[config.mk]
export PLATFORM = sky130hd
export DESIGN_NAME = bscan_chain
export DESIGN_NICKNAME = d
export VERILOG_FILES = /design/src/rtl/bscan_pkg.sv /design/src/rtl/bscan_cell2.sv /design/src/rtl/bscan_cell1.sv /design/src/rtl/bscan_tdo_retime.sv /design/src/rtl/bscan_chain.sv
export SDC_FILE = /design/constraint.sdc
export NUM_CORES = 2
export LEC_CHECK = 0
export BUFFER_PORTS_ARGS = -buffer_cell sky130_fd_sc_hd__buf_2
export CAP_MARGIN = 20
export CELL_PAD_IN_SITES_DETAIL_PLACEMENT = 1
export CELL_PAD_IN_SITES_GLOBAL_PLACEMENT = 1
export CORE_AREA = 2 2 427 429
export DETAILED_ROUTE_END_ITERATION = 12
export DIE_AREA = 0 0 429 431
export PLACE_DENSITY = 0.48
export SYNTH_ARGS = -nofsm -noshare
export SYNTH_HDL_FRONTEND = slang
export SYNTH_SLANG_ARGS = --single-unit
[constraint.sdc]
create_clock -name tck -period 2.5 [get_ports tck]
set_input_delay 0.5 -clock tck [delete_from_list [all_inputs] [get_ports tck]]
set_output_delay 0.5 -clock tck [all_outputs]
set_load 0.01 [all_outputs]
[src/rtl/bscan_pkg.sv]
// Package: shared mode encoding and size helper for the boundary scan register.
package bscan_pkg;

    typedef enum logic [1:0] {
        MODE_OTHER  = 2'd0,
        MODE_SAMPLE = 2'd1,
        MODE_EXTEST = 2'd2
    } bsr_mode_e;

    // Number of scan bits for a given mix of cell kinds.
    function automatic int unsigned chain_bits(int unsigned nb, int unsigned no, int unsigned ni);
        return 2 * nb + 2 * no + ni;
    endfunction

endpackage

[src/rtl/bscan_cell2.sv]
// Two-bit scan cell for a pin that can drive: a data bit and an enable bit.
// Assumes: strobes arrive already gated by the active scan mode.
// Assumes: clr (test-logic-reset) outranks capture, and capture outranks shift.
// The serial path runs si -> q_oe -> q_d, and q_d feeds the next cell down.
module bscan_cell2 (
    input  logic tck,
    input  logic rst_n,
    input  logic clr,
    input  logic cap,
    input  logic shf,
    input  logic upd,
    input  logic si,
    input  logic cap_d,
    input  logic cap_oe,
    output logic q_d,
    output logic q_oe,
    output logic hold_d,
    output logic hold_oe
);

    // Capture/shift stage.
    always_ff @(posedge tck) begin
        if (!rst_n || clr) begin
            q_d  <= 1'b0;
            q_oe <= 1'b0;
        end else if (cap) begin
            q_d  <= cap_d;
            q_oe <= cap_oe;
        end else if (shf) begin
            q_oe <= si;
            q_d  <= q_oe;
        end
    end

    // Update latch: loads only on the update strobe, so the pins stay still while data shifts.
    always_ff @(posedge tck) begin
        if (!rst_n || clr) begin
            hold_d  <= 1'b0;
            hold_oe <= 1'b0;
        end else if (upd) begin
            hold_d  <= q_d;
            hold_oe <= q_oe;
        end
    end

    p_hold_stable_r4: assert property (@(posedge tck) disable iff (!rst_n)
        (!upd && !clr) |=> $stable({hold_d, hold_oe}));

    p_capture_src_r3: assert property (@(posedge tck) disable iff (!rst_n)
        (cap && !clr) |=> (q_d == $past(cap_d) && q_oe == $past(cap_oe)));

    p_shift_step_r2: assert property (@(posedge tck) disable iff (!rst_n)
        (shf && !cap && !clr) |=> (q_d == $past(q_oe) && q_oe == $past(si)));

    p_clear_off_r8: assert property (@(posedge tck) disable iff (!rst_n)
        clr |=> (!hold_d && !hold_oe));

endmodule

[src/rtl/bscan_cell1.sv]
// One-bit scan cell for an input-only pin. It has no update latch, because the
// pin drives nothing. Assumes: strobes arrive already gated by the active scan mode.
module bscan_cell1 (
    input  logic tck,
    input  logic rst_n,
    input  logic clr,
    input  logic cap,
    input  logic shf,
    input  logic si,
    input  logic cap_d,
    output logic q
);

    // Capture/shift stage.
    always_ff @(posedge tck) begin
        if (!rst_n || clr)  q <= 1'b0;
        else if (cap)       q <= cap_d;
        else if (shf)       q <= si;
    end

    p_in_capture_r3: assert property (@(posedge tck) disable iff (!rst_n)
        (cap && !clr) |=> (q == $past(cap_d)));

endmodule

[src/rtl/bscan_tdo_retime.sv]
// Falling-edge retime of the serial output. It follows scan bit 0 while a scan
// mode is active and holds otherwise. Assumes: rst_n is held across a falling edge.
module bscan_tdo_retime (
    input  logic tck,
    input  logic rst_n,
    input  logic sel,
    input  logic so,
    output logic tdo
);

    // Serial output register, clocked on the falling edge.
    always_ff @(negedge tck) begin
        if (!rst_n)   tdo <= 1'b0;
        else if (sel) tdo <= so;
    end

    p_tdo_hold_r9: assert property (@(negedge tck) disable iff (!rst_n)
        !sel |=> $stable(tdo));

endmodule

[src/rtl/bscan_chain.sv]
// Boundary scan data register with three cell kinds on one serial path.
// Order from the serial output: bidirectional cells, then output cells, then input cells.
// Assumes: controller strobes are one-cycle pulses on tck, at most one per cycle.
// Assumes: the instruction flags are mutually exclusive when st_update_ir is high.
module bscan_chain
    import bscan_pkg::*;
#(
    parameter int unsigned N_BIDIR = 141,
    parameter int unsigned N_OUT   = 89,
    parameter int unsigned N_IN    = 29
) (
    input  logic                     tck,
    input  logic                     rst_n,
    input  logic                     tdi,
    input  logic                     st_capture,
    input  logic                     st_shift,
    input  logic                     st_update_dr,
    input  logic                     st_update_ir,
    input  logic                     st_reset,
    input  logic                     ins_extest,
    input  logic                     ins_sample,
    input  logic [N_BIDIR+N_OUT-1:0] core_out,
    input  logic [N_BIDIR+N_OUT-1:0] core_oe,
    input  logic [N_BIDIR+N_IN-1:0]  pad_in,
    output logic [N_BIDIR+N_OUT-1:0] pad_out,
    output logic [N_BIDIR+N_OUT-1:0] pad_oe,
    output logic                     tdo
);

    localparam int unsigned NDRV    = N_BIDIR + N_OUT;
    localparam int unsigned LEN     = chain_bits(N_BIDIR, N_OUT, N_IN);
    localparam int unsigned IN_BASE = 2 * NDRV;

    bsr_mode_e        mode_q;
    logic             sel, ext;
    logic             cap_en, shf_en, upd_en;
    logic [LEN:0]     ch;
    logic [NDRV-1:0]  hold_d, hold_oe;

    // Active mode register: set by update-instruction, cleared by test-logic-reset.
    always_ff @(posedge tck) begin
        if (!rst_n || st_reset)  mode_q <= MODE_OTHER;
        else if (st_update_ir)   mode_q <= ins_extest ? MODE_EXTEST :
                                           ins_sample ? MODE_SAMPLE : MODE_OTHER;
    end

    // Strobe gating: the path reacts only while a scan instruction is active.
    always_comb begin
        sel    = (mode_q != MODE_OTHER);
        ext    = (mode_q == MODE_EXTEST);
        cap_en = st_capture   && sel;
        shf_en = st_shift     && sel;
        upd_en = st_update_dr && sel;
    end

    assign ch[LEN] = tdi;

    // Bidirectional cells: data captures the pad, enable captures the core.
    for (genvar k = 0; k < N_BIDIR; k++) begin : g_bidir
        bscan_cell2 u_cell (
            .tck     (tck),
            .rst_n   (rst_n),
            .clr     (st_reset),
            .cap     (cap_en),
            .shf     (shf_en),
            .upd     (upd_en),
            .si      (ch[2*k+2]),
            .cap_d   (pad_in[k]),
            .cap_oe  (core_oe[k]),
            .q_d     (ch[2*k]),
            .q_oe    (ch[2*k+1]),
            .hold_d  (hold_d[k]),
            .hold_oe (hold_oe[k])
        );
    end

    // Tri-state output cells: both bits capture the core side.
    for (genvar j = 0; j < N_OUT; j++) begin : g_out
        localparam int unsigned P = N_BIDIR + j;
        bscan_cell2 u_cell (
            .tck     (tck),
            .rst_n   (rst_n),
            .clr     (st_reset),
            .cap     (cap_en),
            .shf     (shf_en),
            .upd     (upd_en),
            .si      (ch[2*P+2]),
            .cap_d   (core_out[P]),
            .cap_oe  (core_oe[P]),
            .q_d     (ch[2*P]),
            .q_oe    (ch[2*P+1]),
            .hold_d  (hold_d[P]),
            .hold_oe (hold_oe[P])
        );
    end

    // Input-only cells: one bit each, capturing the pad.
    for (genvar i = 0; i < N_IN; i++) begin : g_in
        bscan_cell1 u_cell (
            .tck   (tck),
            .rst_n (rst_n),
            .clr   (st_reset),
            .cap   (cap_en),
            .shf   (shf_en),
            .si    (ch[IN_BASE+i+1]),
            .cap_d (pad_in[N_BIDIR+i]),
            .q     (ch[IN_BASE+i])
        );
    end

    // Pad drive: the latches under external test, the core otherwise.
    always_comb begin
        pad_out = ext ? hold_d  : core_out;
        pad_oe  = ext ? hold_oe : core_oe;
    end

    bscan_tdo_retime u_tdo (
        .tck   (tck),
        .rst_n (rst_n),
        .sel   (sel),
        .so    (ch[0]),
        .tdo   (tdo)
    );

    p_ins_onehot_r6: assert property (@(posedge tck) disable iff (!rst_n)
        st_update_ir |-> $onehot0({ins_extest, ins_sample}));

    p_strobe_excl_r3: assert property (@(posedge tck) disable iff (!rst_n)
        $onehot0({st_capture, st_shift, st_update_dr, st_update_ir}));

    p_extest_apply_r6: assert property (@(posedge tck) disable iff (!rst_n)
        (st_update_ir && ins_extest && !st_reset) |=> (pad_out == hold_d && pad_oe == hold_oe));

    p_reset_pass_r8: assert property (@(posedge tck) disable iff (!rst_n)
        st_reset |=> (pad_out == core_out && pad_oe == core_oe));

endmodule

-- After elaboration in Yosys (flattened, before gate mapping)
Index checks and enable logic that the tools add are counted.
W data, S select, Z words.
- word-level logic and storage cells: 1941
- bits of input ports: 640
- bits in registers: 952
- muxes and demuxes: 982
- reduce and logical (&&, ||, !) cells: 7
- equal/unequal tests: 1
- operators with widths (operator ; number):
    $mux W1 ; 979
    $mux W230 ; 2
    $reduce_bool A2 Y1 ; 2
    $logic_and A1 B1 Y1 ; 3
    $eq A2 B2 Y1 const B ; 1
    $mux W2 ; 1
    $logic_not A1 Y1 ; 1
    $logic_or A1 B1 Y1 ; 1

-- Depth between registers and ports, before layout
- word-level depth: 4
- gate-level depth with buffers: 8
- gate-level depth less buffers: 3

-- Cells and area by module
From an unflattened synthesis, not the netlist that was laid out.
- cell total of the unflattened synthesis: 4383
- area total of the unflattened synthesis: 47470.5 µm²
- modules (own cells, without submodules) (module ; area each (µm²) ; cells an instance ; sequential area each (µm²) ; instances):
    bscan_cell2 ; 165.2 ; 16 ; 80.1 ; 230
    bscan_chain ; 7738.7 ; 525 ; 40.0 ; 1
    bscan_cell1 ; 58.8 ; 6 ; 20.0 ; 29
    bscan_tdo_retime ; 40.0 ; 4 ; 20.0 ; 1

==> results.py <==
metrics = {
    "run_status": {
        "outcome": "finished, violations left",
        "violations": "negative setup slack",
    },
    "place": {
        "dp_hpwl_mm": 150.7,
        "dp_cells": 7870,
        "place.port_buffers": 1100,
        "place.gp.congestion": 0.8333,
        "placed_area_sq_mm": 0.05104,
    },
    "timing": {
        "setup_viol": 461,
        "tightest_slew_ns": 0.7399,
        "setup_slack_ns": -0.4620,
        "hold_viol_final": 0,
        "relSlewSlack": 0.5067,
        "rsz0062_at_grt": "yes",
        "slew_viol_final": 0,
        "clock_skew_ns": 0.02437,
        "finalSetupTns_ns": -142.06,
    },
    "setup_path": {
        "r2r-end": "u_tdo.tdo$_SDFFE_NN0P_",
        "crit_path_top_delay_cell": "dfxtp_4",
        "start_kind": "flip-flop",
        "cpLargestDelayFamily": "flip-flops",
        "worst-path-max-fanout": 2,
        "critPathKind": "flip-flop to output pin",
        "endpoint_kind": "output pin",
        "ff2ff_path_depth": 4,
        "cp_cell_sequence": "buf_6",
        "worstPathArrival_ns": 2.46,
        "worstReg2RegStart": "mode_q[0]$_SDFFE_PP0P_",
        "max_stage_delay_ns": 0.36,
        "crit_required_ns": 2.00,
        "r2r_slack_ns": 0.30,
        "worst-path-buf-inv": 1,
    },
    "logic_synthesis": {
        "synth_area_sq_mm": 0.04273,
        "ys_seq_elements": 952,
        "yosys_warnings": 0,
        "ys_seq_area_frac": 0.4461,
        "ys.flop_type": "dfxtp_1",
        "syn_avg_cell_area_sq_um": 9.141,
        "syn-num-nets": 5314,
        "synth-edff-count": 0,
        "yosysUniqueCellTypes": 27,
        "async_flop_share": 0,
        "syn_inst": 4674,
    },
    "job": {
        "maxCapViolCount": 0,
    },
    "cts": {
        "cts_tree": "done",
        "htree_levels": 3,
        "cts_sinks": 952,
        "clockRootBuffer": "clkbuf_16",
        "clockBufferDepth": 3,
        "clock_latency_ns": 0.74,
        "numCtsBuffers": 116,
        "clkSlewWorstSetupHoldPaths_ns": 0.06,
    },
    "route": {
        "vias_per_cell": 4.753,
        "first_pass_iters": 5,
        "drc": 0,
        "vias": 39125,
        "wl_per_cell_um": 25.94,
        "ant_nets": 0,
        "drt_iter0_drc": 1649,
        "wl_mm": 213.5,
    },
    "layout": {
        "stdcell_area_sq_mm": 0.06188,
        "layout_common_cells": "dfxtp_1 (949), nand2_1 (923), buf_2 (640)",
        "final_util": 0.3435,
        "area_growth_pct": 44.84,
        "final_nets": 6382,
        "layout-drive-gt1-share": 0.3466,
        "stdcell_count": 8231,
        "final_common_cell": "dfxtp_1",
    },
    "floorplan": {
        "initial_core_util": 0.2372,
        "die_w_um": 429,
        "core_sq_mm": 0.1802,
        "dieArea_sq_mm": 0.1849,
        "num_io_pins": 1101,
        "die_h_um": 431,
        "num_rows": 156,
    },
    "hold_path": {
        "hold_depth": 2,
        "min_from": "core_oe[64]",
        "hold_class": "primary input to flip-flop",
        "hold_end": "g_bidir[64].u_cell.q_oe$_SDFFE_PP0P_",
    },
    "power_and_ir_drop": {
        "netSwitchingFraction": 0.2666,
        "p_leak_nw": 25.57,
        "p_total_mw": 37.69,
        "pwr-share-seq": 0.411,
        "power_frac_clock": 0.441,
        "p_per_area_mw_per_mm2": 609.1,
        "p_switching_mw": 10.05,
        "ir_drop_mv": 0.5214,
        "comb_power_share": 0.148,
        "intPower_mw": 27.64,
    },
    "global_route": {
        "overflow": 0,
        "grt_pass1_vias": 39306,
        "antenna_found_initial": 97,
        "grt_max_degree": 125,
        "grt_pass1_wl_mm": 290.2,
        "grt_use_total": 0.2125,
    },
}
[metrics by stage]
step           setup slack (ns)  hold WS (ns)
3_3_place_gp            -0.3303        0.4389
6_report                -0.4620       0.08236
3_5_place_dp             0.1632        0.4473
4_1_cts                 -0.5192      0.002961
5_1_grt                 -0.5214       0.03858
2_1_floorplan            0.3876        0.4338
[power groups by stage]
stage	sequential [mW]	clock [mW]	combinational, mW
after CTS	15.5	17.3	4.63
after global placement	15.8	0.00501	4.20
final	15.5	16.6	5.57
after floorplan	15.7	0.00501	2.27
after global routing	15.5	17.8	5.89
after detailed placement	15.8	0.00501	4.24
[timing repair]
| action | 4_1_cts | 5_1_grt |
|---|---|---|
| setup buffers | 23 | 15 |
| gates cloned | 18 | 48 |
| endpoints found under the hold margin | 31 | 0 |
| endpoints found under the setup margin | 461 | 461 |
| gates resized for setup | 247 | 885 |
| hold buffers | 32 | 0 |
[cell usage after synthesis, types with 2 or more instances]
cell | number | share of area
mux2_2 | 460 | 0.12
a211oi_2 | 41 | 0.012
buf_4 | 48 | 0.0084
clkbuf_1 | 95 | 0.0083
a211oi_1 | 416 | 0.073
dfxtp_1 | 952 | 0.45
a211o_1 | 2 | 0.00041
buf_1 | 13 | 0.0011
buf_2 | 259 | 0.030
o21ai_0 | 2 | 0.00023
nand2b_1 | 3 | 0.00044
inv_1 | 3 | 0.00026
buf_6 | 7 | 0.0018
nand2_1 | 923 | 0.081
mux2i_1 | 458 | 0.11
nor2_1 | 459 | 0.040
and3_1 | 30 | 0.0044
a221o_1 | 30 | 0.0070
a21oi_1 | 465 | 0.054
[per-layer routing]
metal,vias to the layer above,routed length [um],track usage
li1,18532,-,-
met1,19201,90660,0.2618
met2,967,106000,0.3731
met3,375,8921,0.03781
met4,50,7646,0.06847
met5,-,319,0
[worst max path at each step]
stage | startpoint | to | cells past startpoint | slack (ns)
2_1_floorplan | mode_q[0]$_SDFFE_PP0P_ | u_tdo.tdo$_SDFFE_NN0P_ | 3 | 0.39
3_3_place_gp | st_shift | g_bidir[0].u_cell.q_d$_SDFFE_PP0P_ | 5 | -0.33
3_5_place_dp | u_tdo.tdo$_SDFFE_NN0P_ | tdo | 1 | 0.16
4_1_cts | u_tdo.tdo$_SDFFE_NN0P_ | tdo | 1 | -0.52
5_1_grt | u_tdo.tdo$_SDFFE_NN0P_ | tdo | 1 | -0.52
6_report | u_tdo.tdo$_SDFFE_NN0P_ | tdo | 1 | -0.46
[area by class of cell]
class | instances | area [sq um]
timing repair buffer | 1372 | 12850
inverter | 2 | 7.507
tap | 2370 | 2965
sequential | 952 | 19060
fill | 20428 | 118300
multi-input combinational | 3297 | 23270
antenna | 30 | 75.07
clock inverter | 31 | 302.8
clock buffer | 177 | 3352
[cells by family after synthesis]
logic type,count (synthesis),synth area share
AO/OA/AOI/OAI,960,0.1479
AND/OR/NAND/NOR,1419,0.1271
flip-flops,952,0.4461
multiplexers,918,0.2285
buffers and inverters,425,0.05037
[registers in the layout, indices dropped and copies added, names as in the netlist]
| name | cells |
|---|---|
| g_bidir.u_cell.hold_d | 141 |
| g_bidir.u_cell.hold_oe | 141 |
| g_bidir.u_cell.q_d | 141 |
| g_bidir.u_cell.q_oe | 141 |
| g_in.u_cell.q | 29 |
| g_out.u_cell.hold_d | 89 |
| g_out.u_cell.hold_oe | 89 |
| g_out.u_cell.q_d | 89 |
| g_out.u_cell.q_oe | 89 |
| mode_q | 2 |
| u_tdo.tdo | 1 |
No activity file was read; power rests on OpenSTA's default activity.
